### src/rtl/dim_pkg.sv
package dim_pkg;
  typedef struct packed {
    logic ramp;    // 1: ramp-compare, 0: direct
    logic rising;  // 1: duty rises with level
  } dim_mode_t;
endpackage

### src/rtl/dim_sync2.sv
module dim_sync2 #(
  parameter int W = 1
) (
  input  logic         clk,
  input  logic         rst_n,
  input  logic [W-1:0] d_i,
  output logic [W-1:0] q_o
);
  logic [W-1:0] meta_q;
  logic [W-1:0] stab_q;

  always_ff @(posedge clk or negedge rst_n) begin
    if (!rst_n) begin
      meta_q <= '0;
      stab_q <= '0;
    end else begin
      meta_q <= d_i;
      stab_q <= meta_q;
    end
  end

  assign q_o = stab_q;
endmodule

### src/rtl/dim_ramp_gen.sv
module dim_ramp_gen #(
  parameter int RAMP_W = 8,
  parameter int PRE_W  = 8
) (
  input  logic              clk,
  input  logic              rst_n,
  input  logic [PRE_W-1:0]  prescale_i,
  output logic [RAMP_W-1:0] ramp_o,
  output logic              tick_o,
  output logic              wrap_o
);
  localparam logic [RAMP_W-1:0] RAMP_TOP = {RAMP_W{1'b1}};

  logic [PRE_W-1:0]  pre_q, pre_d;
  logic [RAMP_W-1:0] ramp_q, ramp_d;
  logic              tick;

  always_comb begin
    tick   = (pre_q == prescale_i);
    pre_d  = tick ? '0 : pre_q + 1'b1;
    ramp_d = tick ? ramp_q + 1'b1 : ramp_q;
  end

  always_ff @(posedge clk or negedge rst_n) begin
    if (!rst_n) begin
      pre_q  <= '0;
      ramp_q <= '0;
    end else begin
      pre_q  <= pre_d;
      ramp_q <= ramp_d;
    end
  end

  assign ramp_o = ramp_q;
  assign tick_o = tick;
  assign wrap_o = tick && (ramp_q == RAMP_TOP);
endmodule

### src/rtl/dim_chan.sv
module dim_chan
  import dim_pkg::*;
#(
  parameter int RAMP_W = 8
) (
  input  logic              clk,
  input  logic              rst_n,
  input  logic              wrap_i,
  input  logic [RAMP_W-1:0] ramp_i,
  input  logic [RAMP_W-1:0] level_i,
  input  dim_mode_t         mode_i,
  input  logic              direct_i,
  output logic              en_o,
  output logic [RAMP_W-1:0] lvl_o
);
  localparam logic [RAMP_W-1:0] FULL = {RAMP_W{1'b1}};

  logic [RAMP_W-1:0] lvl_q, lvl_d;
  logic [RAMP_W-1:0] eff;
  logic              ramp_on;
  logic              en_q, en_d;

  always_comb begin
    lvl_d   = wrap_i ? level_i : lvl_q;
    eff     = mode_i.rising ? lvl_q : ~lvl_q;
    ramp_on = (eff == FULL) || (ramp_i < eff);
    en_d    = mode_i.ramp ? ramp_on : direct_i;
  end

  always_ff @(posedge clk or negedge rst_n) begin
    if (!rst_n) begin
      lvl_q <= '0;
      en_q  <= 1'b0;
    end else begin
      lvl_q <= lvl_d;
      en_q  <= en_d;
    end
  end

  assign en_o  = en_q;
  assign lvl_o = lvl_q;
endmodule

### src/rtl/dim_mode_sel.sv
module dim_mode_sel
  import dim_pkg::*;
#(
  parameter int NCH    = 3,
  parameter int RAMP_W = 8,
  parameter int PRE_W  = 8
) (
  input  logic                  clk,
  input  logic                  rst_n,
  input  logic                  ramp_mode_i,
  input  logic                  rising_i,
  input  logic [PRE_W-1:0]      prescale_i,
  input  logic [NCH-1:0]        direct_dim_i,
  input  logic [NCH*RAMP_W-1:0] level_i,
  input  logic [NCH-1:0]        switch_req_i,
  output logic [NCH-1:0]        dim_en_o,
  output logic [NCH-1:0]        switch_o,
  output logic [NCH-1:0]        disc_o,
  output logic [NCH-1:0]        amp_hold_o
);
  localparam int LVL_BITS = NCH * RAMP_W;

  logic [1:0]          mode_raw;
  logic [1:0]          mode_sync;
  dim_mode_t           mode_q, mode_d;
  logic [NCH-1:0]      direct_sync;
  logic [RAMP_W-1:0]   ramp;
  logic                tick;
  logic                wrap_stb;
  logic [LVL_BITS-1:0] lvl_cur;
  logic [NCH-1:0]      en;

  assign mode_raw = {ramp_mode_i, rising_i};

  dim_sync2 #(.W(2)) u_mode_sync (
    .clk(clk), .rst_n(rst_n), .d_i(mode_raw), .q_o(mode_sync)
  );

  dim_sync2 #(.W(NCH)) u_dir_sync (
    .clk(clk), .rst_n(rst_n), .d_i(direct_dim_i), .q_o(direct_sync)
  );

  dim_ramp_gen #(.RAMP_W(RAMP_W), .PRE_W(PRE_W)) u_ramp (
    .clk(clk), .rst_n(rst_n), .prescale_i(prescale_i),
    .ramp_o(ramp), .tick_o(tick), .wrap_o(wrap_stb)
  );

  always_comb begin
    mode_d = mode_q;
    if (wrap_stb) mode_d = dim_mode_t'(mode_sync);
  end

  always_ff @(posedge clk or negedge rst_n) begin
    if (!rst_n) mode_q <= '0;
    else        mode_q <= mode_d;
  end

  for (genvar c = 0; c < NCH; c++) begin : g_ch
    dim_chan #(.RAMP_W(RAMP_W)) u_chan (
      .clk     (clk),
      .rst_n   (rst_n),
      .wrap_i  (wrap_stb),
      .ramp_i  (ramp),
      .level_i (level_i[c*RAMP_W +: RAMP_W]),
      .mode_i  (mode_q),
      .direct_i(direct_sync[c]),
      .en_o    (en[c]),
      .lvl_o   (lvl_cur[c*RAMP_W +: RAMP_W])
    );
  end

  assign dim_en_o   = en;
  assign switch_o   = switch_req_i & en;
  assign disc_o     = en;
  assign amp_hold_o = ~en;
endmodule

### config.mk
export PLATFORM = sky130hd
export DESIGN_NAME = dim_mode_sel
export DESIGN_NICKNAME = d
export VERILOG_FILES = /design/src/rtl/dim_pkg.sv /design/src/rtl/dim_sync2.sv /design/src/rtl/dim_ramp_gen.sv /design/src/rtl/dim_chan.sv /design/src/rtl/dim_mode_sel.sv
export SDC_FILE = /design/constraint.sdc
export NUM_CORES = 1
export LEC_CHECK = 0
export CAP_MARGIN = 20
export CORE_MARGIN = 4
export CORE_UTILIZATION = 60
export CTS_BUF_LIST = sky130_fd_sc_hd__clkbuf_8
export CTS_CLUSTER_DIAMETER = 40
export CTS_CLUSTER_SIZE = 14
export DETAILED_ROUTE_END_ITERATION = 12
export DONT_BUFFER_PORTS = 1
export GPL_TIMING_DRIVEN = 0
export PLACE_DENSITY = 0.75
export SYNTH_ARGS = -nofsm -noshare
export SYNTH_HDL_FRONTEND = slang
export SYNTH_HIERARCHICAL = 1
export SYNTH_SLANG_ARGS = --single-unit
### constraint.sdc
create_clock -name clk -period 3.4 [get_ports clk]
set_clock_uncertainty 0.05 [all_clocks]
set_input_delay 0.85 -clock clk [delete_from_list [all_inputs] [get_ports clk]]
set_output_delay 0.85 -clock clk [all_outputs]
set_load 0.005 [all_outputs]
# After elaboration in Yosys (flattened, before gate mapping)
# Cells that the tools add are included.
# classes
n_addsub,2
reduce_logical,4
muxes,7
eq_ne,5
n_bitwise,5
n_lt_le_gt_ge,3
# ops
op,n
== test 8 bit (second input constant),4
2-to-1 mux 8 bit,4
< comparator 8 bit,3
NOT 8 bit,3
adder 8 x 1 -> 8 bit (second input constant),2
== test 8 bit,1
bitwise AND 3 bit,1
logical OR 1 bit,3
2-to-1 mux 1 bit,3
NOT 3 bit,1
logical AND 1 bit,1
# totals
elab_cells,40
ff_bits,55

# Longest topological paths before layout
# Gate-level depths: netlist of run 1.
# depth
depth_word,5
mapped_depth,7

# By module
# The synthesis of run 1 kept the hierarchy.
# modules_own_cells
module,area_each_um2,seq_area_each_um2,n_inst,cells_per_inst
dim_chan,590.6,225.2,3,52
dim_ramp_gen,892.1,400.4,1,74
dim_sync2 (u_dir_sync),150.1,150.1,1,6
dim_mode_sel,132.6,50.0,1,13
dim_sync2 (u_mode_sync),100.1,100.1,1,4

# Least setup slack after synthesis of run 1
# Ideal clock, no wire load.
# synth_path
path_kind,input -> register
from,input prescale_i[0]
to,register g_ch[0].u_chan.lvl_q[0]
required_time_ns,3.225
n_path_buf,1
setup_time_ns,0.125
arrival_time_ns,2.653
path_slack_ns,0.572
stages,5
path_cell_list,xnor2_1 -> nand4_4 -> nor4_1 -> clkbuf_1 -> mux2_2
# synth_between
elab_chain_len,2
# synth_rtl
element,line,source
start: declaration,dim_mode_sel.sv:12,"input logic [PRE_W-1:0] prescale_i,"
== test 8 bit,dim_ramp_gen.sv:19,tick = (pre_q == prescale_i);
logical AND 1 bit,dim_ramp_gen.sv:36,assign wrap_o = tick && (ramp_q == RAMP_TOP);
named net wrap_stb,dim_mode_sel.sv:29,logic wrap_stb;
end signal: assignment,dim_chan.sv:35,lvl_q <= lvl_d;
end: declaration,dim_chan.sv:18,"logic [RAMP_W-1:0] lvl_q, lvl_d;"
# The timed path passes the listed nets, and every way through them passes these cells.
# A chain may end at the register's enable or synchronous reset.

# Final worst setup path of run 1
# layout_path
from,input prescale_i[7]
to,register g_ch[0].u_chan.lvl_q[0]
# The elaborated chain is that of the path after synthesis.

==> flow_summary.toml, run 1 <==
[die]
ioPinCount = 54
fp.dieArea_um2 = 6282
overall_die_width_um = 79.26
dieHeight_um = 79.26
core_area_um2 = 4817
rows = 25
initial_cell_density_of_the_core_pct = 63.25

[timing]
setup_total_negative_slack_ns = 0
final.setup.worst_slack_ns = 0.4942
slew-limit-headroom_pct = 33.49
period_minus_slack_ns = 2.906
finalHoldWorstSlack_ns = 0.1838
final.period_utilization_pct = 85.47
rsz0062_at_grt = "false"
worst_pin_slew_ns = 0.9886
setup_viol = 0
timing.final.max_slew_violations = 0
fmaxAchievable_mhz = 344.1
timing.final.hold_violations = 0

[synthesis]
netlist-cell-type-count = 32
post_synth_inst_count = 253
mux_cell_area_share_after_synthesis_pct = 11.21
synth_top_family_by_area = "XOR/XNOR gates"
synthXorXnorAreaFrac_pct = 14.41
synthesis.area_per_instance_um2 = 12.04
synth_compound_gate_area_share_pct = 3.326
total_nets_after_synthesis = 318
synth-seq-cells = 55
proportion_of_synthesized_chip_area_in_sequential_cells_pct = 45.17
synthSimpleGateAreaFrac_pct = 13.35
synth_area_in_adders_pct = 9.446
synth_warnings = 6
post_synth_instance_area_um2 = 3047

[finish]
mostFrequentLayoutCells = "55 x sky130_fd_sc_hd__dfrtp_1, 31 x sky130_fd_sc_hd__xor2_1, 24 x sky130_fd_sc_hd__mux2_2"
final_util_pct = 67.06
final_layout_size_suffix_gt1_share_pct = 20.31
fillers = 394
antenna-diode-count = 0
layout.nets = 325
leading_cell_type_in_the_layout_fill_and_taps_excluded = "sky130_fd_sc_hd__dfrtp_1"
flow.area_growth_from_synthesis_pct = 6.037

[clock_tree]
postCtsSetupRepairBufs = 0
tritoncts_num_sinks = 55
cts_buffers = 5
clockRootBuffer = "sky130_fd_sc_hd__clkbuf_8"
clk_pin_slew_ns = 0.10
cts-resized-gates = 0
cts-htree-levels = 2
worst_skew_pair.late_latency_ns = 0.30
clock_path_buffers = 2
tritoncts = "yes"
hold_buffers = 0

[routing]
viasPerCell = 5.692
maxUsedRoutingLayer = "met4"
routed-wl-met2_um = 2597
wirelength_met1_um = 2265
drt-pass1-iter-count = 4
num_vias = 1867
wire_per_inst_um = 15.65
met3_length_um = 204
totalWireLength_um = 5132
initialDrtViolationCount = 97
antenna_left = 0
drc = 0

[power]
power.internal_mw = 1.005
fin_total_pwr_mw = 1.383
p_per_area_nw_per_um2 = 428.0
seq_power_share_pct = 57.1
p_leak_nw = 1.729
p_sw_mw = 0.3777
comb_power_share_pct = 15.0
swShare_pct = 27.32
clkPwrFrac_pct = 27.9
vdd_drop_max_mv = 0.3309

[worst_setup_path]
timing.critical_path.slowest_cell_delay_ns = 0.89
critical_path_required_ns = 3.54
setup.worst_path.class = "input pin to flip-flop"
maximum_fanout_count_along_the_critical_path = 8
timing.critical_path.slowest_stage_cell = "sky130_fd_sc_hd__nor4_1"
cells_along_the_critical_path = "xnor2_1, nand4_4, nor4_1, clkbuf_1, mux2_2"
critical_path.endpoint_type = "flip-flop"
crit_path_start_kind = "input pin"
critPathArrivalTime_ns = 3.05

[global_route]
largest_net_degree_at_the_start_of_global_routing = 56
grt_antenna_before_repair = 0
globalRouteOverflowTotal = 0
grt_usage_pct = 18.18
vias_in_the_first_global_route = 1943
global_route_wire_length_before_repair_um = 8956

[placement]
gp_congestion = 0.8513
hpwlAfterDp_um = 3844
placement.io_buffers = 0
pre_cts_setup_slack_ns = 0.1049

[min_path]
hold_path_class = "input pin to asynchronous set/reset pin"

[status]
run_status = "finished clean"

[flow_run]
max_cap_viol_count = 0
==> cell usage after synthesis (all sizes together) <==
| cell type | count | share of area (%) |
|---|---|---|
| a221o | 3 | 0.99 |
| a31oi | 3 | 0.62 |
| nand4 | 11 | 3.2 |
| dfrtp | 55 | 45 |
| mux2 | 27 | 10 |
| inv | 5 | 0.62 |
| nand3 | 13 | 2.1 |
| xnor2 | 14 | 5.5 |
| o21ai | 3 | 0.49 |
| mux2i | 3 | 0.99 |
| buf | 7 | 2.1 |
| nor3 | 3 | 0.49 |
| a21oi | 3 | 0.49 |
| nor2 | 20 | 2.5 |
| a211oi | 3 | 0.74 |
| nor2b | 1 | 0.21 |
| nor4 | 7 | 2.1 |
| ha | 23 | 9.4 |
| or4 | 3 | 0.74 |
| clkbuf | 3 | 0.37 |
| nand2 | 7 | 0.86 |
| and3 | 2 | 0.45 |
| and2 | 3 | 0.62 |
| xor2 | 31 | 8.9 |
==> area by class of cell <==
class	count	area, µm²	share of cell area, %
Multi-Input combinational cell	183	1577	48.80
Sequential cell	55	1376	42.60
Clock buffer	7	96.34	2.982
Tap cell	67	83.83	2.595
Buffer	10	75.07	2.324
Inverter	5	18.77	0.5809
Clock inverter	1	3.754	0.1162
==> power by group through the flow <==
| stage | sequential, mW | clock [mW] | combinational, mW |
|---|---|---|---|
| 6_report | 0.790 | 0.385 | 0.208 |
| 5_1_grt | 0.801 | 0.422 | 0.232 |
| 4_1_cts | 0.791 | 0.399 | 0.209 |
| 3_5_place_dp | 0.804 | 0 | 0.208 |
| 3_3_place_gp | 0.802 | 0 | 0.204 |
| 2_1_floorplan | 0.785 | 0 | 0.187 |
==> registers in the layout (all words and copies together), names as in the netlist <==
signal              cells
u_ramp/pre_q            8
g_ch.u_chan/en_o        3
u_ramp/ramp_o           8
mode_q                  2
g_ch.u_chan/lvl_o      24
u_mode_sync/q_o         2
u_dir_sync/meta_q       3
u_mode_sync/meta_q      2
u_dir_sync/q_o          3
==> path summary, 6_finish.rpt <==
| check | to | from | slack, ns | depth (start not counted) |
|---|---|---|---|---|
| max in group asynchronous | u_dir_sync/meta_q[2]$_DFF_PN0_ | rst_n | 3.01 | 0 |
| min in group clk | u_dir_sync/q_o[2]$_DFF_PN0_ | u_dir_sync/meta_q[2]$_DFF_PN0_ | 0.30 | 0 |
| max reg2reg | g_ch[0].u_chan/lvl_o[0]$_DFFE_PN0P_ | u_ramp/pre_q[7]$_DFF_PN0_ | 0.61 | 5 |
| min reg2reg | u_dir_sync/q_o[2]$_DFF_PN0_ | u_dir_sync/meta_q[2]$_DFF_PN0_ | 0.30 | 0 |
| min | u_ramp/ramp_o[0]$_DFFE_PN0N_ | rst_n | 0.18 | 0 |
| max | g_ch[0].u_chan/lvl_o[0]$_DFFE_PN0P_ | prescale_i[7] | 0.49 | 5 |
==> logic make-up (layout without fill, tap and decap cells) <==
logic type               after synthesis  after routing
adder cells (fa/ha/maj)               23             23
AND/OR/NAND/NOR                       70             70
XOR/XNOR                              45             45
multiplexers                          30             30
buffers and inverters                 15             23
flip-flops                            55             55
AO/OA/AOI/OAI                         15             15
==> critical path: cells and delay by family <==
family / cells / cell delay (ns)
simple gates: 2 / 1.11
buf+inv: 1 / 0.43
mux: 1 / 0.40
xor+xnor: 1 / 0.26
==> layer usage <==
layer,track usage [%],vias to the layer above
li1,-,913
met1,22.62,915
met2,30.98,34
met3,3.968,5
met4,6.701,0
met5,0,-
==> metrics by stage <==
step / cells / cell area [µm²]
finish: 328 / 3231
global route: 328 / 3231
CTS: 328 / 3231
detailed placement: 320 / 3131
global placement: 320 / 3131
floorplan: 253 / 3047
(Power assumes the default switching activity.)
==> run 2, diff against run 1 <==
Settings changed: CAP_MARGIN 20 to unset, CORE_ASPECT_RATIO set to 0.7.
==> run 2 against run 1 <==
  * Cell count is 0.61% higher
  * Wire length is 2.4% higher
  * Hold slack worse by 0.012 ns
  * Power is 4.8% higher
  * Combinational power hardly changed
  * Clock-buffer cell count is 1 lower
  * First-iteration DRC count is 5.2% higher
  * Critical path depth stayed put
==> flow_summary.toml, run 2 (synthesis gave the netlist of run 1 again) <==
[power]
comb_power_share_pct = 14.3
swShare_pct = 26.84
p_per_area_nw_per_um2 = 445.9
power.internal_mw = 1.060
fin_total_pwr_mw = 1.449
p_leak_nw = 1.735
p_sw_mw = 0.3890
seq_power_share_pct = 54.6
vdd_drop_max_mv = 0.2950
clkPwrFrac_pct = 31.1

[timing]
slew-limit-headroom_pct = 26.81
setup_viol = 0
timing.final.max_slew_violations = 0
timing.final.hold_violations = 0
worst_pin_slew_ns = 1.088
final.setup.worst_slack_ns = 0.4724
rsz0062_at_grt = "false"
finalHoldWorstSlack_ns = 0.1719
fmaxAchievable_mhz = 341.6
setup_total_negative_slack_ns = 0
final.period_utilization_pct = 86.11
period_minus_slack_ns = 2.928

[clock_tree]
clk_pin_slew_ns = 0.09
tritoncts_num_sinks = 55
worst_skew_pair.late_latency_ns = 0.31
clockRootBuffer = "sky130_fd_sc_hd__clkbuf_8"
cts-htree-levels = 2
cts_buffers = 5
postCtsSetupRepairBufs = 0
tritoncts = "yes"
hold_buffers = 0
clock_path_buffers = 2
cts-resized-gates = 0

[global_route]
largest_net_degree_at_the_start_of_global_routing = 56
globalRouteOverflowTotal = 0
grt_antenna_before_repair = 0
grt.met3_usage_pct = 4.900
grt_util_met1_pct = 25.11
vias_in_the_first_global_route = 1886
grt_busiest_layer = "met2"
global_route_wire_length_before_repair_um = 8914
grt_usage_pct = 18.58
met2_usage_pct = 28.88

[worst_setup_path]
critPathArrivalTime_ns = 3.08
setup.worst_path.class = "input pin to flip-flop"
r2r.worst_path.cells = 5
crit_path_start_kind = "input pin"
maximum_fanout_count_along_the_critical_path = 8
critical_path_required_ns = 3.55
critical_path.endpoint_type = "flip-flop"
timing.rr.end = "g_ch[0].u_chan/lvl_o[5]$_DFFE_PN0P_"
rr_startpoint = "u_ramp/pre_q[3]$_DFF_PN0_"
r2r_slack_ns = 0.57

[die]
ioPinCount = 54
fp.dieArea_um2 = 6300
initial_cell_density_of_the_core_pct = 63.02
dieHeight_um = 67.62
core_area_um2 = 4835
overall_die_width_um = 93.17
rows = 21

[finish]
antenna-diode-count = 0
final_layout_size_suffix_gt1_share_pct = 20.69
mostFrequentLayoutCells = "55 x sky130_fd_sc_hd__dfrtp_1, 31 x sky130_fd_sc_hd__xor2_1, 24 x sky130_fd_sc_hd__mux2_2"
flow.area_growth_from_synthesis_pct = 6.694
leading_cell_type_in_the_layout_fill_and_taps_excluded = "sky130_fd_sc_hd__dfrtp_1"
largest_register_ff_count = 24
layout.nets = 325

[routing]
viasPerCell = 5.688
initialDrtViolationCount = 102
wire_per_inst_um = 15.92
totalWireLength_um = 5255
drc = 0
num_vias = 1877
antenna_left = 0
drt-pass1-iter-count = 4

[placement]
gp_congestion = 0.7950
hpwlAfterDp_um = 3866
placement.io_buffers = 0
pre_cts_setup_slack_ns = 0.1280

[flow_run]
max_cap_viol_count = 0

[status]
run_status = "finished clean"

[min_path]
hold_path_class = "input pin to asynchronous set/reset pin"
==> run 2: layout make-up <==
type                       count  area [µm²]
buffer                        10       75.07
clock buffer                   6       82.58
clock inverter                 2       35.03
fill                         395        1584
inverter                       5       18.77
multi-input combinational    183        1577
sequential                    55        1376
tap                           69       86.33
==> run 2: power groups by stage <==
| stage | registers [mW] | logic [mW] | clock network (mW) |
|---|---|---|---|
| 2_1_floorplan | 0.785 | 0.187 | 0 |
| 3_3_place_gp | 0.805 | 0.201 | 0 |
| 3_5_place_dp | 0.807 | 0.209 | 0 |
| 4_1_cts | 0.793 | 0.210 | 0.460 |
| 5_1_grt | 0.805 | 0.234 | 0.483 |
| 6_report | 0.791 | 0.208 | 0.450 |
==> run 2: layer usage <==
| layer | share of wire [%] | wire (µm) |
|---|---|---|
| met4 | 1.6 | 86 |
| met5 | 0 | 0 |
| met2 | 47 | 2455 |
| met1 | 46 | 2404 |
| met3 | 5.9 | 309 |
==> run 2: how the worst max path moves through the flow <==
stage / startpoint / to / slack [ns] / cells past startpoint
floorplan: prescale_i[0] / g_ch[0].u_chan/lvl_o[0]$_DFFE_PN0P_ / 0.57 / 5
global placement: prescale_i[0] / g_ch[1].u_chan/lvl_o[0]$_DFFE_PN0P_ / 0.12 / 5
detailed placement: prescale_i[0] / g_ch[0].u_chan/lvl_o[5]$_DFFE_PN0P_ / 0.13 / 5
CTS: prescale_i[0] / g_ch[0].u_chan/lvl_o[5]$_DFFE_PN0P_ / 0.47 / 5
global route: prescale_i[7] / g_ch[1].u_chan/lvl_o[1]$_DFFE_PN0P_ / 0.29 / 5
finish: prescale_i[0] / g_ch[0].u_chan/lvl_o[5]$_DFFE_PN0P_ / 0.47 / 5
==> run 2: worst max-delay path: stages <==
cell	delay, ns
sky130_fd_sc_hd__xnor2_1	0.23
sky130_fd_sc_hd__nand4_4	0.21
sky130_fd_sc_hd__nor4_1	0.96
sky130_fd_sc_hd__clkbuf_1	0.44
sky130_fd_sc_hd__mux2_2	0.39
==> run 2: through the flow <==
stage	cell area [µm²]	cells	utilization, %
final	3251	330	67.24
after floorplan	3047	253	-
after global placement	3133	322	64.80
after detailed placement	3133	322	64.80
after CTS	3251	330	67.24
after global routing	3251	330	67.24
